<file path="config.mk">
export PLATFORM = sky130hd
export DESIGN_NAME = port_link_ctrl
export DESIGN_NICKNAME = d
export VERILOG_FILES = /design/src/rtl/plink_pkg.sv /design/src/rtl/plink_fsm.sv /design/src/rtl/plink_enables.sv /design/src/rtl/port_link_ctrl.sv
export SDC_FILE = /design/constraint.sdc
export NUM_CORES = 1
export LEC_CHECK = 0
export BUFFER_PORTS_ARGS = -buffer_cell sky130_fd_sc_hd__clkbuf_2
export CELL_PAD_IN_SITES_DETAIL_PLACEMENT = 1
export CELL_PAD_IN_SITES_GLOBAL_PLACEMENT = 1
export CORE_AREA = 10 10 47 49
export CTS_CLUSTER_DIAMETER = 200
export DETAILED_ROUTE_END_ITERATION = 10
export DIE_AREA = 0 0 57 59
export HOLD_SLACK_MARGIN = 0.03
export PLACE_DENSITY_LB_ADDON = 0.12
export SLEW_MARGIN = 20
export SYNTH_ARGS = -nofsm -noshare
export SYNTH_HDL_FRONTEND = slang
export SYNTH_HIERARCHICAL = 1
export SYNTH_SLANG_ARGS = --single-unit
export TNS_END_PERCENT = 20
</file>
<file path="constraint.sdc">
create_clock -name clk -period 1.3 [get_ports clk]
set_input_delay 0 -clock clk [delete_from_list [all_inputs] [get_ports clk]]
set_output_delay 0 -clock clk [all_outputs]
set_load 0.02 [all_outputs]
</file>
<file path="src/rtl/plink_pkg.sv">
package plink_pkg;
  localparam int ST_W  = 2;
  localparam int CMD_W = 2;
  localparam int EN_W  = 4;

  typedef enum logic [ST_W-1:0] {
    PS_DOWN   = 2'b00,
    PS_INIT   = 2'b01,
    PS_ARM    = 2'b10,
    PS_ACTIVE = 2'b11
  } pstate_e;

  typedef enum logic [CMD_W-1:0] {
    MC_NONE   = 2'b00,
    MC_DOWN   = 2'b01,
    MC_ARM    = 2'b10,
    MC_ACTIVE = 2'b11
  } mcmd_e;
endpackage

</file>
<file path="src/rtl/plink_fsm.sv">
module plink_fsm
  import plink_pkg::*;
(
  input  logic    clk,
  input  logic    rst_n,
  input  logic    phy_up,
  input  mcmd_e   cmd,
  input  logic    ev_remote_init,
  input  logic    ev_fc_normal,
  input  logic    ev_data_ok,
  input  logic    down_timeout,
  output pstate_e state_q,
  output logic    act_en_q
);
  pstate_e state_d;
  logic    act_en_d;
  logic    drop;
  logic    live_d;

  assign drop = !phy_up || (cmd == MC_DOWN) || down_timeout;

  always_comb begin
    state_d = state_q;
    unique case (state_q)
      PS_DOWN:   state_d = PS_INIT;
      PS_INIT:   if (cmd == MC_ARM) state_d = PS_ARM;
      PS_ARM: begin
        if (ev_remote_init)              state_d = PS_INIT;
        else if (act_en_q && ev_data_ok) state_d = PS_ACTIVE;
      end
      PS_ACTIVE: if (ev_remote_init) state_d = PS_INIT;
      default:   state_d = PS_DOWN;
    endcase
    if (drop) state_d = PS_DOWN;
  end

  assign live_d = (state_d == PS_ARM) || (state_d == PS_ACTIVE);

  always_comb begin
    act_en_d = act_en_q;
    if (((state_q == PS_ARM) || (state_q == PS_ACTIVE)) && ev_fc_normal)
      act_en_d = 1'b1;
    if (!live_d) act_en_d = 1'b0;
  end

  always_ff @(posedge clk or negedge rst_n) begin
    if (!rst_n) begin
      state_q  <= PS_INIT;
      act_en_q <= 1'b0;
    end else begin
      state_q  <= state_d;
      act_en_q <= act_en_d;
    end
  end


  p_phy_loss_r3: assert property (@(posedge clk) disable iff (!rst_n)
    !phy_up |=> state_q == PS_DOWN);

  p_down_cmd_r5: assert property (@(posedge clk) disable iff (!rst_n)
    cmd == MC_DOWN |=> state_q == PS_DOWN);

  p_timeout_r6: assert property (@(posedge clk) disable iff (!rst_n)
    down_timeout |=> state_q == PS_DOWN);
  // Active is entered from Arm only with prior latch and a data event
  p_active_entry_r9: assert property (@(posedge clk) disable iff (!rst_n)
    (state_q == PS_ARM ##1 state_q == PS_ACTIVE) |-> ($past(ev_data_ok) && $past(act_en_q)));

  p_latch_idle_r11: assert property (@(posedge clk) disable iff (!rst_n)
    (state_q == PS_DOWN || state_q == PS_INIT) |-> !act_en_q);
endmodule

</file>
<file path="src/rtl/plink_enables.sv">
module plink_enables
  import plink_pkg::*;
#(
  parameter logic [EN_W-1:0] MAP_DOWN   = 4'b0000,
  parameter logic [EN_W-1:0] MAP_INIT   = 4'b1100,
  parameter logic [EN_W-1:0] MAP_ARM    = 4'b1110,
  parameter logic [EN_W-1:0] MAP_ACTIVE = 4'b1111
)(
  input  logic            clk,
  input  logic            rst_n,
  input  pstate_e         state,
  output logic [EN_W-1:0] en
);
  // en bit order: [3] link, [2] mgmt, [1] data rx, [0] data tx
  for (genvar i = 0; i < EN_W; i++) begin : g_en
    always_comb begin
      unique case (state)
        PS_DOWN:   en[i] = MAP_DOWN[i];
        PS_INIT:   en[i] = MAP_INIT[i];
        PS_ARM:    en[i] = MAP_ARM[i];
        default:   en[i] = MAP_ACTIVE[i];
      endcase
    end
  end


  p_tx_implies_all_r2: assert property (@(posedge clk) disable iff (!rst_n)
    en[0] |-> (en[1] && en[2] && en[3]));

  p_down_all_off_r2: assert property (@(posedge clk) disable iff (!rst_n)
    state == PS_DOWN |-> en == '0);
endmodule

</file>
<file path="src/rtl/port_link_ctrl.sv">
module port_link_ctrl
  import plink_pkg::*;
(
  input  logic             clk,
  input  logic             rst_n,
  input  logic             phy_up,
  input  logic [CMD_W-1:0] mgmt_cmd,
  input  logic             ev_remote_init,
  input  logic             ev_fc_normal,
  input  logic             ev_data_ok,
  input  logic             down_timeout,
  output logic [ST_W-1:0]  port_state,
  output logic             en_link_pkt,
  output logic             en_mgmt_pkt,
  output logic             en_data_tx,
  output logic             en_data_rx
);
  pstate_e         st;
  logic            act_en;
  logic [EN_W-1:0] en;

  plink_fsm u_fsm (
    .clk            (clk),
    .rst_n          (rst_n),
    .phy_up         (phy_up),
    .cmd            (mcmd_e'(mgmt_cmd)),
    .ev_remote_init (ev_remote_init),
    .ev_fc_normal   (ev_fc_normal),
    .ev_data_ok     (ev_data_ok),
    .down_timeout   (down_timeout),
    .state_q        (st),
    .act_en_q       (act_en)
  );

  plink_enables u_en (
    .clk   (clk),
    .rst_n (rst_n),
    .state (st),
    .en    (en)
  );

  assign port_state  = st;
  assign en_link_pkt = en[3];
  assign en_mgmt_pkt = en[2];
  assign en_data_rx  = en[1];
  assign en_data_tx  = en[0];


  p_remote_init_r10: assert property (@(posedge clk) disable iff (!rst_n)
    ((st == PS_ARM || st == PS_ACTIVE) && ev_remote_init && phy_up &&
     mgmt_cmd != 2'b01 && !down_timeout) |=> port_state == 2'b01);

  p_init_hold_r7: assert property (@(posedge clk) disable iff (!rst_n)
    (st == PS_INIT && phy_up && mgmt_cmd != 2'b01 && mgmt_cmd != 2'b10 && !down_timeout)
    |=> port_state == 2'b01);
  wire unused_act = act_en;
endmodule

</file>
; After elaboration in Yosys (flattened, before gate mapping)
; Cells that the tools add are included.
[totals]
inputBits = 9
wordCells = 31
out_inout_bits = 6
reg_bits = 3
[op_classes]
mux = 11
n_reduce_logical = 10
eq_ne = 8
[op_table]
columns = op, n
row1 = $eq 2x2->1 const B, 5
row2 = $mux 2, 5
row3 = $pmux 2 s4, 1
row4 = $mux 1, 5
row5 = $eq 2x1->1 const B, 2
row6 = $logic_or 1x1->1, 4
row7 = $reduce_or 3->1, 1
row8 = $logic_and 1x1->1, 2
row9 = $logic_not 2->1, 1
row10 = $ne 2x2->1 const B, 1
row11 = $reduce_or 2->1, 1
row12 = $logic_not 1->1, 1

; Longest topological paths before layout
; Gate-level depths: netlist of run 1.
[depth]
word_depth = 8
mapped_depth = 3

; Cells and area by module
; The synthesis of run 1 kept the hierarchy.
[modules_own_cells]
columns = module, seq_area_each_um2, cells_each, n_inst, area_per_inst_um2
row1 = plink_fsm, 76.3, 14, 1, 163.9
row2 = plink_enables, 0.0, 4, 1, 25.0

; Worst setup path after synthesis of run 1
; No wires, ideal clock.
[synth_timing]
kind = register to register
startpoint = register u_fsm.state_q[0]
endpoint = register u_fsm.act_en_q
t_arrival_ns = 1.155
period_less_slack_ns = 1.267
path_stages_with_launch = 4
slack_ns = 0.033
path_buffers = 0
required_time_ns = 1.189
cell_sequence = dfstp_2 > and4bb_1 > a21oi_1 > a2111oi_2
[synth_via]
elab_chain_cells = 7
[synth_rtl]
columns = element, line
row1 = from (decl), plink_fsm.sv:12  ; output pstate_e state_q,
row2 = from (signal assigned), plink_fsm.sv:51  ; state_q <= state_d;
row3 = $mux 2, plink_fsm.sv:29  ; else if (act_en_q && ev_data_ok) state_d = PS_ACTIVE;
row4 = $mux 2, plink_fsm.sv:28  ; if (ev_remote_init) state_d = PS_INIT;
row5 = $pmux 2 s4, plink_fsm.sv:24  ; unique case (state_q)
row6 = $mux 2, plink_fsm.sv:34  ; if (drop) state_d = PS_DOWN;
row7 = $eq 2x2->1, plink_fsm.sv:37  ; assign live_d = (state_d == PS_ARM) || (state_d == PS_ACTIVE);
row8 = $logic_or 1x1->1, plink_fsm.sv:37
row9 = $ne 2x2->1 (no source line) or $mux 1 (tied branches), --
row10 = to (signal assigned), plink_fsm.sv:52  ; act_en_q <= act_en_d;
row11 = to (decl), plink_fsm.sv:13  ; output logic act_en_q
; Parallel ways exist; a longest one is shown, timed or not.
; A chain may end at the register's enable or synchronous reset.

; Final worst setup path of run 1
[layout_timing]
startpoint = register u_fsm.state_q[1]
endpoint = output port en_mgmt_pkt
[layout_via]
elab_chain_cells = 2
[layout_rtl]
columns = element, line
row1 = $logic_not 2->1, plink_enables.sv:17  ; unique case (state)
row2 = $mux 1, plink_enables.sv:17
row3 = to (decl), port_link_ctrl.sv:14  ; output logic en_mgmt_pkt,
; No other way between the ends.

==> impl_metrics.json, run 1 <==
{
  "outcome": "finished, final reports clean",
  "cts_root_buffer": "clkbuf_4",
  "core-area_sq_mm": 0.00140,
  "die_y_microns": 59,
  "grt_pass1_vias": 235,
  "seqPwrFrac": 0.321,
  "synth-edff-count": 0,
  "synth_top_area_share": 0.265,
  "drt_iter0_drc": 5,
  "area_growth_pct": 74.2,
  "yosysWarnings": 6,
  "sw_frac_of_total": 0.238,
  "path_cells": "buf_4 -> or2_1 -> clkbuf_2",
  "intPower_mw": 0.236,
  "clockBufferDepth": 2,
  "synth_area_sq_um": 189,
  "whs_ps": 68.1,
  "cts_resized": 0,
  "synthFlopType": "dfrtp_1",
  "worstHoldPathType": "in2reg",
  "fin_util": 0.235,
  "placed_area_sq_um": 275,
  "setup_viol": 0,
  "min_path_cells": 3,
  "yosys_register_bits": 3,
  "gr-total-overflow": 0,
  "synth_top_cells_by_count": "2 x a21oi_1, 2 x dfrtp_1, 2 x or2b_1",
  "grt_max_degree": 7,
  "routabilityCongestion": 0.699,
  "combPwrFrac": 0.152,
  "switching_power_mw": 0.0738,
  "final_area_sq_um": 329,
  "drtAntennaViolNets": 0,
  "avgSynthCellArea_sq_um": 10.5,
  "dp_cells": 47,
  "seq_area_frac_synth": 0.404,
  "grt_pass1_wl_mm": 1.00,
  "power.density_mw_per_mm2": 943,
  "fmax_mhz": 838,
  "min_period_ps": 1190,
  "viasPerCell": 4.13,
  "start_util": 0.135,
  "slowest_stage": "dfrtp_1",
  "hold_violations": 0,
  "clkPwrFrac": 0.527,
  "fillers": 188,
  "cap_violations": 0,
  "stdcell_count": 54,
  "grt_use_total": 0.0403,
  "synth.distinct_cells": 15,
  "worst_clock_skew_ps": 5.15,
  "firstDrtPassIters": 2,
  "wire_per_inst_microns": 12.0,
  "antenna_found_initial": 0,
  "wirelength_microns": 647,
  "n_antenna_cell": 0,
  "syn_nets": 27,
  "via_count": 223,
  "synth_area_leader_cell": "dfrtp_1",
  "fin_setup_tns_ps": 0,
  "tightestPinTransition_ps": 257,
  "dieArea_sq_mm": 0.00336,
  "die_w_microns": 57,
  "synth_cells": 18,
  "rsz0062_at_grt": "no",
  "max_stage_delay_ps": 410,
  "cts.clk_slew.worst_paths_ps": 40,
  "fin_crit_sh": 0.918,
  "cts_buffers": 3,
  "leakagePower_nw": 0.161,
  "drive_gt1_frac": 0.579,
  "cp-end-kind": "output pin",
  "ioPinCount": 15,
  "fin_nets": 48,
  "rows": 14,
  "cts_tree": "yes",
  "async_flop_share": 1.00,
  "ir_worst_vdd_mv": 0.256,
  "io_buffers": 14,
  "arrival_ps": 1190,
  "crit_type": "reg2out",
  "critPathMaxFanout": 5,
  "startpoint_type": "flip-flop",
  "htree_levels": 1,
  "cts_sinks": 3,
  "slew_viol_final": 0,
  "clk_latency_ps": 230,
  "reg2reg_depth": 2,
  "synth_area_leaders": "dfrtp_1 26%, dfstp_2 14%, a2111oi_2 7.9%, or2b_1 7.9%, and4bb_1 6.6%",
  "slew_headroom": 0.828,
  "cp.required_ps": 1300,
  "drc": 0
}
## logic make-up after synthesis
family,synth area share
AND/OR/NAND/NOR,0.364
flip-flops,0.404
AO/OA/AOI/OAI,0.172
buffers and inverters,0.0596
## metal layers
| metal | GRT usage | routed length (microns) |
|---|---|---|
| met5 | 0 | 0 |
| met4 | 0.0201 | 5 |
| met3 | 0.0429 | 87 |
| met2 | 0.0574 | 298 |
| met1 | 0.0359 | 256 |
## final timing paths
path / start / end / slack, ps
worst max-delay path: u_fsm/state_q[1] / en_mgmt_pkt / 110
worst min-delay path: ev_fc_normal / u_fsm/act_en_q / 70
worst min register to register: u_fsm/state_q[0] / u_fsm/state_q[0] / 630
min in group asynchronous: rst_n / u_fsm/act_en_q / 90
max in group asynchronous: rst_n / u_fsm/state_q[0] / 1010
worst max register to register: u_fsm/state_q[0] / u_fsm/act_en_q / 110
## final cells by class
type | count | area (sq um) | share of cell area
flip-flops and latches | 3 | 76.3 | 0.232
multi-input cells | 13 | 101 | 0.308
clock buffers | 4 | 26.3 | 0.0798
repair buffers | 18 | 105 | 0.319
well taps | 16 | 20.0 | 0.0608
## flip-flops by register name, summed over array words and instances (netlist names)
name and cells:
u_fsm/state_q 2, u_fsm/act_en_q 1
## power groups by stage
stage               registers (mW)  clock network, mW  logic (mW)
detailed placement           0.101                  0      0.0410
CTS                          0.100              0.174      0.0456
finish                      0.0996              0.164      0.0470
global placement             0.101                  0      0.0399
floorplan                    0.103                  0      0.0182
global route                 0.100              0.180      0.0526
## cell usage in the layout (no fill, tap or decap)
master	n
clkbuf_2	14
clkbuf_4	3
dlygate4sd3_1	2
buf_4	2
or2b_1	2
a21oi_1	2
dfrtp_1	2
clkbuf_1	1
or2_1	1
and2_2	1
nand3b_1	1
and4bb_1	1
a211oi_1	1
nor3_1	1
nand4bb_1	1
nor2_1	1
a2111oi_2	1
dfstp_2	1
## metrics by stage
step | power, mW | worst slack (ps)
final | 0.310 | 107
after detailed placement | 0.142 | 8.04
after global routing | 0.333 | 40.6
after CTS | 0.320 | 27.9
after floorplan | 0.121 | 33.4
after global placement | 0.141 | 14.7
## critical path, delay by kind of cell (launching register included)
family / cells / cell delay [ps]
flip-flops: 1 / 410
AND/OR/NAND/NOR: 1 / 230
buffers and inverters: 2 / 320
## repair_timing
item,in CTS,in global routing
hold buffers,2,0
endpoints found under the setup margin,0,1
endpoints found under the hold margin,4,0
setup buffers,0,1
Note: power is estimated with default switching activity, not from simulation.
==> run 2, diff against run 1 <==
==> constraint.sdc (replaced) <==
create_clock -name clk -period 1.3 [get_ports clk]
set_input_delay 0.26 -clock clk [delete_from_list [all_inputs] [get_ports clk]]
set_output_delay 0.26 -clock clk [all_outputs]
set_load 0.02 [all_outputs]
==> run 2 against run 1 <==
Effect of this change: the flow now finishes with violations (negative setup slack); combinational power is 33% higher; critical endpoint is now en_data_tx; count of clock-buffer cells in the layout stayed put; sequential share of layout area down 2.1 points; critical path type unchanged; via count is 4.0% lower; final cell count is the same; non-clock buffer count did not move; global-route usage is 0.60 points higher.
==> impl_metrics.json, run 2 (same netlist as run 1, synthesis figures left out) <==
{
  "drtAntennaViolNets": 0,
  "routabilityCongestion": 0.683,
  "final_cell_mix": "10 x clkbuf_2, 4 x clkbuf_4, 3 x buf_8",
  "worst_clock_skew_ps": 1.68,
  "cts_root_buffer": "clkbuf_4",
  "cts_sinks": 3,
  "drt_iter0_drc": 1,
  "dp_cells": 47,
  "drc": 0,
  "grt_max_degree": 9,
  "gr-total-overflow": 0,
  "antenna_found_initial": 0,
  "power_mw": 0.328,
  "multiInputGateArea_sq_um": 105,
  "min_period_ps": 1380,
  "ioPinCount": 15,
  "viasPerCell": 3.96,
  "htree_levels": 1,
  "worst-path-buf-inv": 2,
  "largest_register_ffs": 2,
  "max_stage_delay_ps": 540,
  "startpoint_type": "flip-flop",
  "reg2reg_depth": 4,
  "tightestPinTransition_ps": 276,
  "grt_pass1_wl_mm": 1.16,
  "n_antenna_cell": 0,
  "start_util": 0.135,
  "min_path_cells": 2,
  "cp-end-kind": "output pin",
  "via_count": 214,
  "firstDrtPassIters": 2,
  "fin_nets": 48,
  "failed_checks": "negative setup slack",
  "fin_crit_sh": 1.06,
  "core-area_sq_mm": 0.00140,
  "crit_start": "u_fsm/state_q[0]",
  "ir_worst_vdd_mv": 0.106,
  "rows": 14,
  "cts_buffers": 3,
  "cp.depth": 3,
  "area_growth_pct": 94.7,
  "io_buffers": 14,
  "seqCellArea_sq_um": 77.6,
  "fin_util": 0.263,
  "critPathMaxFanout": 4,
  "grt_use_total": 0.0463,
  "clockBufferDepth": 2,
  "worstHoldPathType": "in2reg",
  "outcome": "finished, violations left",
  "dp_slack_ps": 11.2,
  "drive_gt1_frac": 0.658,
  "wire_per_inst_microns": 12.9,
  "arrival_ps": 1120,
  "path_cells": "buf_6 -> and2_4 -> buf_8",
  "fmax_mhz": 727,
  "stdcell_count": 54,
  "die_w_microns": 57,
  "slew_headroom": 0.815,
  "cts.clk_slew.worst_paths_ps": 40,
  "clk_latency_ps": 230,
  "grt_pass1_vias": 237,
  "r2r-start": "u_fsm/state_q[0]",
  "crit_type": "reg2out",
  "slowest_stage": "dfstp_2",
  "cp.required_ps": 1040,
  "layout_setup_ws_ps": -75.4,
  "wirelength_microns": 699,
  "hold_violations": 0,
  "hold_path_startpoint": "ev_remote_init",
  "rsz0062_at_grt": "yes",
  "cap_violations": 0,
  "top_regs": "u_fsm/state_q x2, u_fsm/act_en_q x1",
  "slew_viol_final": 0,
  "mostFrequentLayoutCell": "clkbuf_2",
  "post-dp-hpwl_microns": 580,
  "dieArea_sq_mm": 0.00336,
  "setup_viol": 3,
  "die_y_microns": 59,
  "fillers": 175,
  "cts_tree": "yes",
  "leakagePower_nw": 0.171,
  "regMostFlops": "u_fsm/state_q",
  "power.density_mw_per_mm2": 892,
  "cp_top_family": "flip-flops"
}
-- run 2: final timing paths --
path / to / slack [ps]
worst max-delay path: en_data_tx / -80
worst min-delay path: u_fsm/act_en_q / 230
worst max register to register: u_fsm/act_en_q / 30
worst min register to register: u_fsm/state_q[0] / 630
max in group asynchronous: u_fsm/state_q[0] / 750
min in group asynchronous: u_fsm/act_en_q / 350
-- run 2: cell type report --
| type | instances | area share |
|---|---|---|
| Clock buffer | 4 | 0.0714 |
| Multi-Input combinational cell | 13 | 0.286 |
| Timing Repair Buffer | 18 | 0.378 |
| Tap cell | 16 | 0.0544 |
| Sequential cell | 3 | 0.211 |
-- run 2: where the power goes --
group / total, mW / internal [mW] / switching (mW)
logic: 0.0624 / 0.0363 / 0.0261
clock network: 0.167 / 0.115 / 0.0513
registers: 0.0991 / 0.0972 / 0.00189
total: 0.328 / 0.249 / 0.0793
-- run 2: through the flow --
stage / area [sq um] / setup TNS [ps] / hold WS (ps)
2_1_floorplan: 189 / 0 / -35.6
3_3_place_gp: 275 / 0 / 55.1
3_5_place_dp: 275 / 0 / 59.0
4_1_cts: 364 / -317 / 221
5_1_grt: 368 / -458 / 236
6_report: 368 / -210 / 234
-- run 2: what timing repair did --
action / in CTS / in global routing
pin swaps: 2 / 2
resized for setup: 11 / 3
endpoints found under the setup margin: 4 / 5
setup buffers: 2 / 0
hold buffers: 1 / 0
hold endpoints to repair: 3 / 0
-- run 2: routing by layer --
layer / global-route usage / up-vias / routed length [microns]
met4: 0.0403 / 0 / 0
met5: 0 / - / 0
li1: - / 105 / -
met1: 0.0465 / 100 / 283
met2: 0.0620 / 9 / 334
met3: 0.0343 / 0 / 81
==> run 3, diff against run 2 <==
- RECOVER_POWER: default -> 50
==> run 3 against run 2 <==
Effect of this change: the run still ends with negative setup slack left; clock skew hardly changed; final cell count stayed put; fmax hardly changed; critical path depth stayed put; clock power hardly changed; first-iteration DRC count stayed put; global-route usage stayed put; hold slack hardly changed; largest power group unchanged; highest routed layer unchanged.
==> impl_metrics.json, run 3 (same netlist as run 1, synthesis figures left out) <==
{
  "dp_cells": 47,
  "power_mw": 0.327,
  "die_w_microns": 57,
  "drtAntennaViolNets": 0,
  "startpoint_type": "flip-flop",
  "cts.clk_slew.worst_paths_ps": 40,
  "r2r_end": "u_fsm/act_en_q",
  "worstHoldPathType": "in2reg",
  "grt_max_degree": 9,
  "regMostFlops": "u_fsm/state_q",
  "cp.required_ps": 1040,
  "drive_gt1_frac": 0.632,
  "min_path_cells": 2,
  "start_util": 0.135,
  "stdcell_count": 54,
  "fin_util": 0.262,
  "fmax_mhz": 727,
  "worst_clock_skew_ps": 1.68,
  "setup_viol": 3,
  "leakagePower_nw": 0.168,
  "layout_setup_ws_ps": -75.4,
  "fin_crit_sh": 1.06,
  "cts_buffers": 3,
  "cts_tree": "yes",
  "gr-total-overflow": 0,
  "cts_root_buffer": "clkbuf_4",
  "clockBufferDepth": 2,
  "largest_register_ffs": 2,
  "area_growth_pct": 94.0,
  "slew_headroom": 0.815,
  "wire_per_inst_microns": 12.9,
  "grt_pass1_vias": 237,
  "failed_checks": "negative setup slack",
  "die_y_microns": 59,
  "post-dp-hpwl_microns": 580,
  "htree_levels": 1,
  "power.density_mw_per_mm2": 893,
  "routabilityCongestion": 0.683,
  "critPathMaxFanout": 4,
  "grt_pass1_wl_mm": 1.16,
  "core-area_sq_mm": 0.00140,
  "fin_nets": 48,
  "fillers": 174,
  "final_cell_mix": "9 x clkbuf_2, 4 x clkbuf_4, 3 x buf_8",
  "io_buffers": 14,
  "clk_latency_ps": 230,
  "cp-end-kind": "output pin",
  "drt_iter0_drc": 1,
  "wirelength_microns": 698,
  "rows": 14,
  "firstDrtPassIters": 2,
  "hold_violations": 0,
  "tightestPinTransition_ps": 276,
  "grt_use_total": 0.0463,
  "drc": 0,
  "crit_type": "reg2out",
  "viasPerCell": 3.96,
  "mostFrequentLayoutCell": "clkbuf_2",
  "slew_viol_final": 0,
  "r2r-start": "u_fsm/state_q[0]",
  "hold_path_startpoint": "ev_remote_init",
  "ir_worst_vdd_mv": 0.106,
  "rsz0062_at_grt": "yes",
  "n_antenna_cell": 0,
  "antenna_found_initial": 0,
  "outcome": "finished, violations left",
  "reg2reg_depth": 4,
  "min_to": "u_fsm/act_en_q",
  "r2r_setup_slack_ps": 30,
  "arrival_ps": 1120,
  "cts_sinks": 3,
  "ioPinCount": 15,
  "min_period_ps": 1380,
  "via_count": 214,
  "whs_ps": 234,
  "top_regs": "u_fsm/state_q x2, u_fsm/act_en_q x1",
  "dieArea_sq_mm": 0.00336,
  "cap_violations": 0
}
-- run 3: critical path, stage by stage (launching register included) --
cell     delay, ps
dfstp_2        540
buf_6          100
and2_4         140
buf_8          100
-- run 3: metal layers --
metal	GRT usage	part of all wire	vias up
met1	0.0465	0.40	100
met5	0	0	-
met2	0.0620	0.48	9
met3	0.0343	0.12	0
met4	0.0403	0	0
li1	-	-	105
-- run 3: stage by stage --
step	worst slack, ps	cell area (sq um)	TNS, ps
after floorplan	23.2	189	0
final	-75.4	367	-210
after global placement	46.1	275	0
after global routing	-117	367	-458
after detailed placement	11.2	275	0
after CTS	-112	364	-317
-- run 3: worst max path at each step --
stage	from	to	slack, ps	cells past startpoint
after floorplan	u_fsm/state_q[0]	en_link_pkt	20	2
after global placement	u_fsm/state_q[0]	u_fsm/act_en_q	50	3
after detailed placement	u_fsm/state_q[0]	u_fsm/act_en_q	10	3
after CTS	u_fsm/state_q[0]	en_data_tx	-110	3
after global routing	u_fsm/state_q[0]	en_data_tx	-120	3
final	u_fsm/state_q[0]	en_data_tx	-80	3
-- run 3: cell type report --
cell class / count / area (sq um) / share of cell area
Clock buffer: 4 / 26.3 / 0.0717
Multi-Input combinational cell: 13 / 105 / 0.287
Sequential cell: 3 / 77.6 / 0.212
Tap cell: 16 / 20.0 / 0.0546
Timing Repair Buffer: 18 / 138 / 0.375
-- run 3: what timing repair did --
item,CTS,global route
buffers inserted,2,0
resized for setup,11,3
setup endpoints to repair,4,5
endpoints found under the hold margin,3,0
hold buffers,1,0
pin swaps,2,2
-- run 3: power by group --
| part | switching [mW] | total [mW] | internal [mW] |
|---|---|---|---|
| Sequential | 0.00189 | 0.0991 | 0.0972 |
| Combinational | 0.0260 | 0.0619 | 0.0359 |
| Clock | 0.0513 | 0.167 | 0.115 |
